===== src/rtl/io_trap_pkg.sv =====
package io_trap_pkg;

    // Register selects
    typedef enum logic [1:0] {
        RA_GEN_EN   = 2'd0,
        RA_DEV_EN   = 2'd1,
        RA_DEV_STAT = 2'd2,
        RA_SUM_STAT = 2'd3
    } reg_addr_e;

    // Lead sequencer state
    typedef enum logic {
        LD_IDLE = 1'b0,
        LD_HOLD = 1'b1
    } lead_st_e;

    // Outcome of qualifying one cycle
    typedef struct packed {
        logic fire;    // at least one enabled device hit
        logic quiet;   // cycle start with no trap
    } trap_evt_t;

    function automatic int lead_cnt_w(input int lead);
        return (lead < 1) ? 1 : $clog2(lead + 1);
    endfunction

endpackage


===== src/rtl/io_trap_qual.sv =====
module io_trap_qual
    import io_trap_pkg::*;
#(
    parameter int NDEV = 6
) (
    input  logic            cyc_start,
    input  logic            gen_en,
    input  logic [NDEV-1:0] dev_en,
    input  logic [NDEV-1:0] hit,
    output logic [NDEV-1:0] qual_hit,
    output trap_evt_t       evt
);

    // One gate per monitored device
    for (genvar gi = 0; gi < NDEV; gi++) begin : g_dev
        assign qual_hit[gi] = cyc_start & gen_en & dev_en[gi] & hit[gi];
    end

    always_comb begin
        evt.fire  = |qual_hit;
        evt.quiet = cyc_start & ~(|qual_hit);
    end

endmodule


===== src/rtl/io_trap_lead.sv =====
module io_trap_lead
    import io_trap_pkg::*;
#(
    parameter int LEAD = 3
) (
    input  logic clk,
    input  logic rst,
    input  logic fire,
    output logic hold
);

    localparam int CW = lead_cnt_w(LEAD);

    lead_st_e       st_q;
    logic [CW-1:0]  cnt_q;

    always_ff @(posedge clk) begin
        if (rst) begin
            st_q  <= LD_IDLE;
            cnt_q <= '0;
        end else if (fire) begin
            // (re)start one sequence, however many devices hit
            st_q  <= LD_HOLD;
            cnt_q <= CW'(LEAD);
        end else if (st_q == LD_HOLD) begin
            if (cnt_q <= CW'(1)) begin
                st_q  <= LD_IDLE;
                cnt_q <= '0;
            end else begin
                cnt_q <= cnt_q - CW'(1);
            end
        end
    end

    assign hold = (st_q == LD_HOLD);

endmodule


===== src/rtl/io_trap_regs.sv =====
module io_trap_regs
    import io_trap_pkg::*;
#(
    parameter int NDEV = 6,
    parameter int DW   = 16
) (
    input  logic            clk,
    input  logic            rst,
    input  logic            wr,
    input  logic [1:0]      addr,
    input  logic [DW-1:0]   wdata,
    input  logic [NDEV-1:0] qual_hit,
    input  trap_evt_t       evt,
    output logic            gen_en,
    output logic [NDEV-1:0] dev_en,
    output logic [NDEV-1:0] dev_stat,
    output logic            sum_stat,
    output logic            smi,
    output logic [DW-1:0]   rdata
);

    reg_addr_e      sel;
    logic [NDEV-1:0] dev_clr;
    logic            sum_clr;
    logic [NDEV-1:0] dev_stat_d;

    assign sel     = reg_addr_e'(addr);
    assign dev_clr = (wr && sel == RA_DEV_STAT) ? wdata[NDEV-1:0] : '0;
    assign sum_clr = wr && sel == RA_SUM_STAT && wdata[0];

    // new trap wins over a clear in the same cycle
    assign dev_stat_d = (dev_stat & ~dev_clr) | qual_hit;

    always_ff @(posedge clk) begin
        if (rst) begin
            gen_en   <= 1'b0;
            dev_en   <= '0;
            dev_stat <= '0;
            sum_stat <= 1'b0;
            smi      <= 1'b0;
        end else begin
            if (wr && sel == RA_GEN_EN) gen_en <= wdata[0];
            if (wr && sel == RA_DEV_EN) dev_en <= wdata[NDEV-1:0];
            dev_stat <= dev_stat_d;
            if (evt.fire)     sum_stat <= 1'b1;
            else if (sum_clr) sum_stat <= 1'b0;
            smi <= |dev_stat_d;
        end
    end

    always_comb begin
        rdata = '0;
        unique case (sel)
            RA_GEN_EN:   rdata[0]        = gen_en;
            RA_DEV_EN:   rdata[NDEV-1:0] = dev_en;
            RA_DEV_STAT: rdata[NDEV-1:0] = dev_stat;
            RA_SUM_STAT: rdata[0]        = sum_stat;
        endcase
    end

endmodule


===== src/rtl/io_trap_smi.sv =====
module io_trap_smi
    import io_trap_pkg::*;
#(
    parameter int NDEV = 6,
    parameter int DW   = 16,
    parameter int LEAD = 3
) (
    input  logic            clk,
    input  logic            rst,
    input  logic            cyc_start_i,
    input  logic [NDEV-1:0] dev_hit_i,
    input  logic            reg_wr_i,
    input  logic [1:0]      reg_addr_i,
    input  logic [DW-1:0]   reg_wdata_i,
    output logic [DW-1:0]   reg_rdata_o,
    output logic            smi_o,
    output logic            rdy_ok_o,
    output logic            trap_sum_o,
    output logic [NDEV-1:0] trap_dev_o
);

    logic            gen_en;
    logic [NDEV-1:0] dev_en;
    logic [NDEV-1:0] qual_hit;
    trap_evt_t       evt;
    logic            hold;

    io_trap_qual #(.NDEV(NDEV)) u_qual (
        .cyc_start (cyc_start_i),
        .gen_en    (gen_en),
        .dev_en    (dev_en),
        .hit       (dev_hit_i),
        .qual_hit  (qual_hit),
        .evt       (evt)
    );

    io_trap_lead #(.LEAD(LEAD)) u_lead (
        .clk  (clk),
        .rst  (rst),
        .fire (evt.fire),
        .hold (hold)
    );

    io_trap_regs #(.NDEV(NDEV), .DW(DW)) u_regs (
        .clk      (clk),
        .rst      (rst),
        .wr       (reg_wr_i),
        .addr     (reg_addr_i),
        .wdata    (reg_wdata_i),
        .qual_hit (qual_hit),
        .evt      (evt),
        .gen_en   (gen_en),
        .dev_en   (dev_en),
        .dev_stat (trap_dev_o),
        .sum_stat (trap_sum_o),
        .smi      (smi_o),
        .rdata    (reg_rdata_o)
    );

    // permit withheld in the trap cycle itself and during the lead window
    assign rdy_ok_o = ~evt.fire & ~hold;

endmodule


===== config.mk =====
export PLATFORM = sky130hd
export DESIGN_NAME = io_trap_smi
export DESIGN_NICKNAME = d
export VERILOG_FILES = /design/src/rtl/io_trap_pkg.sv /design/src/rtl/io_trap_qual.sv /design/src/rtl/io_trap_lead.sv /design/src/rtl/io_trap_regs.sv /design/src/rtl/io_trap_smi.sv
export SDC_FILE = /design/constraint.sdc
export NUM_CORES = 1
export LEC_CHECK = 0
export BUFFER_PORTS_ARGS = -buffer_cell sky130_fd_sc_hd__clkbuf_2
export CAP_MARGIN = 20
export CORE_MARGIN = 8
export CORE_UTILIZATION = 47
export DETAILED_ROUTE_END_ITERATION = 8
export GPL_ROUTABILITY_DRIVEN = 0
export PLACE_DENSITY = 0.92
export SLEW_MARGIN = 20
export SYNTH_ARGS = -nofsm -noshare
export SYNTH_HDL_FRONTEND = slang
export SYNTH_SLANG_ARGS = --single-unit

===== constraint.sdc =====
create_clock -name clk -period 3.2 [get_ports clk]
set_clock_uncertainty 0.05 [all_clocks]
set_input_delay 0.48 -clock clk [delete_from_list [all_inputs] [get_ports clk]]
set_output_delay 0.48 -clock clk [all_outputs]
set_load 0.005 [all_outputs]

==> metrics.csv <==
metric,value,unit
CP Capture Type,primary output,
vias in the first global route,913,
WP data required,2.67,ns
final critical path time including I/O delays and setup,2.199,ns
global route overflow,0,
num rows,16,
Residual DRC,0,
PortBufs,32,
DR iter-0 viols,55,
"commonest non-fill, non-tap cell in the layout",clkbuf_2,
layout cells sized above 1,0.2568,
setup TNS,0,ns
average vias per placed instance,5.629,
hold-fix buffers at CTS,0,
synthesized area,980.9,um^2
sequential share of the synthesized area,0.3673,
pwr/cell area,371.5,nW/um^2
largest net degree at the start of global routing,19,
"antenna viol nets, final",0,
total of cells resized after clock tree synthesis,0,
"EDFF count, synth",0,
"Setup Fix Bufs, Post-CTS",0,
total CTS buffers,3,
"Distinct cells, synth",23,
CTS Sinks,18,
synth warn,0,
maximum VDD drop,0.1931,mV
post-synth top area cell,dfxtp_1,
Antenna diodes,0,
async set-or-reset flop fraction in the synthesized netlist,0,
status,"complete, no violations",
most frequent cells in the layout,"32 x clkbuf_2, 18 x dfxtp_1, 17 x nand3_1",
max cap viols,0,
hold violation count in the final report,0,
Final nets,182,
ys flop type,dfxtp_1,
power share of the sequential group,0.549,
Hold WC Path Type,input pin to flop,
routed length per instance,14.71,um
first-pass GRT wire length,3843,um
Crit-path slowest cell,a222oi_1,
fillers,185,
CTS tree,done,
Clock power frac,0.333,
routed vias,985,
count of state elements after synthesis,18,
die footprint,3805,um^2
initial antenna violation count,0,
die width,61.69,um
Setup CP Type,input pin to primary output,
Fin Hold WS,0.3786,ns
share of the synthesized area in the top cell type,0.3673,
die height,61.69,um
crit-path max FO,13,
Synth Area per Inst,8.175,um^2
CTS root buffer,clkbuf_4,
"Top cell by count, worst path",clkbuf_2,
combinational power share,0.119,
P_int,315.0,uW
DRT Pass-1 Iters,4,
dominant cells by area after synthesis,"dfxtp_1 37%, nand3_1 8.7%, buf_4 8.4%",
I/O pins,53,
Syn Inst Count,120,
Initial Utilization,0.5000,
Crit path largest cell delay,0.41,ns
area delta synth->final,15.18,%
Detailed Route WL,2574,um
CORE AREA,1962,um^2
Switch Pwr,104.7,uW
overall global routing resource usage,0.1352,
"Reg clk slew, reported paths",0.11,ns
r2r setup slk,1.89,ns
post-DP HPWL,2014,um
unrepaired setup endpoints after global routing,no,
clk buf depth,2,
fmax,454.7,MHz
"Slew Viols, Final",0,
H-tree depth,1,
final setup fails,0,
CP Launch Type,input pin,
WP data arrival,1.67,ns
Sw Ratio,0.2494,
clk_lat worst skew,0.30,ns
LEAKAGE,0.0004716,uW
"Cell Chain, Critical Path",clkbuf_2 -> inv_1 -> ha_1 -> a222oi_1 -> mux2i_1 -> clkbuf_2,
fin crit share,0.6873,
[power by group through the flow]
stage / clock [uW] / combinational [uW] / sequential [uW]
3_3_place_gp: 0 / 46.4 / 235
3_5_place_dp: 0 / 48.5 / 235
2_1_floorplan: 0 / 38.7 / 235
4_1_cts: 142 / 48.7 / 230
5_1_grt: 147 / 54.7 / 231
6_report: 140 / 49.8 / 230
[cells by family after synthesis]
logic type / after synthesis / synth area share
AOI/OAI and AO/OA: 30 / 0.2054
DFF: 18 / 0.3674
buffers and inverters: 21 / 0.1326
and+or+nand+nor: 44 / 0.2168
other: 1 / 0.003823
adders and majority gates: 5 / 0.06378
muxes: 1 / 0.01020
[worst paths after layout]
path,start,end,depth (start not counted)
max,reg_addr_i[1],reg_rdata_o[0],6
min,reg_wdata_i[3],u_regs.dev_en[3]$_SDFFE_PP0P_,3
max reg2reg,u_regs.gen_en$_SDFFE_PP0P_,u_regs.smi$_SDFF_PP0_,4
min reg2reg,u_regs.sum_stat$_SDFFE_PP0P_,u_regs.sum_stat$_SDFFE_PP0P_,2
[cell type report]
cell class	instances	area, um^2	share of cell area
repair buffers	32	160.2	0.1418
flip-flops and latches	18	360.3	0.3189
inverters	4	15.01	0.01329
well taps	27	33.78	0.02990
multi-input cells	90	524.3	0.4640
clock buffers	4	36.28	0.03212
[stage by stage]
stage	instances	utilization	instance area, um^2	total power [uW]	setup WS (ns)
after floorplan	129	-	1015	273.4	1.335
after global placement	171	0.5574	1094	281.4	1.059
after detailed placement	171	0.5574	1094	283.9	1.011
after CTS	175	0.5759	1130	420.9	1.009
after global routing	175	0.5759	1130	432.0	0.9406
final	175	0.5759	1130	419.7	1.001
[synthesized netlist by cell type, types with 2 or more instances]
| cell type | count |
|---|---|
| dfxtp_1 | 18 |
| nand3_1 | 17 |
| a21oi_1 | 15 |
| nand2_1 | 14 |
| buf_4 | 11 |
| a22oi_1 | 8 |
| ha_1 | 5 |
| nor2_1 | 5 |
| nor2b_1 | 5 |
| a32oi_1 | 4 |
| inv_1 | 4 |
| buf_2 | 2 |
| clkbuf_1 | 2 |
[layer usage]
| metal | vias to the layer above | track usage | share of wire |
|---|---|---|---|
| met1 | 451 | 0.1492 | 0.38 |
| met5 | - | 0 | 0 |
| met3 | 8 | 0.02714 | 0.11 |
| met4 | 0 | 0.1104 | 0.035 |
| met2 | 64 | 0.2186 | 0.47 |
| li1 | 462 | - | - |
[state kept, by name (all words and copies together) (netlist names)]
signal	flops
u_regs.dev_stat	6
u_regs.smi	1
u_regs.dev_en	6
u_lead.cnt_q	2
u_regs.gen_en	1
u_regs.sum_stat	1
u_lead.hold	1
[critical path, delay by kind of cell]
kind	cells	cell delay [ns]
multiplexers	1	0.11
buffers and inverters	3	0.31
adder cells (fa/ha/maj)	1	0.36
AO/OA/AOI/OAI	1	0.41
(Power assumes the default switching activity.)
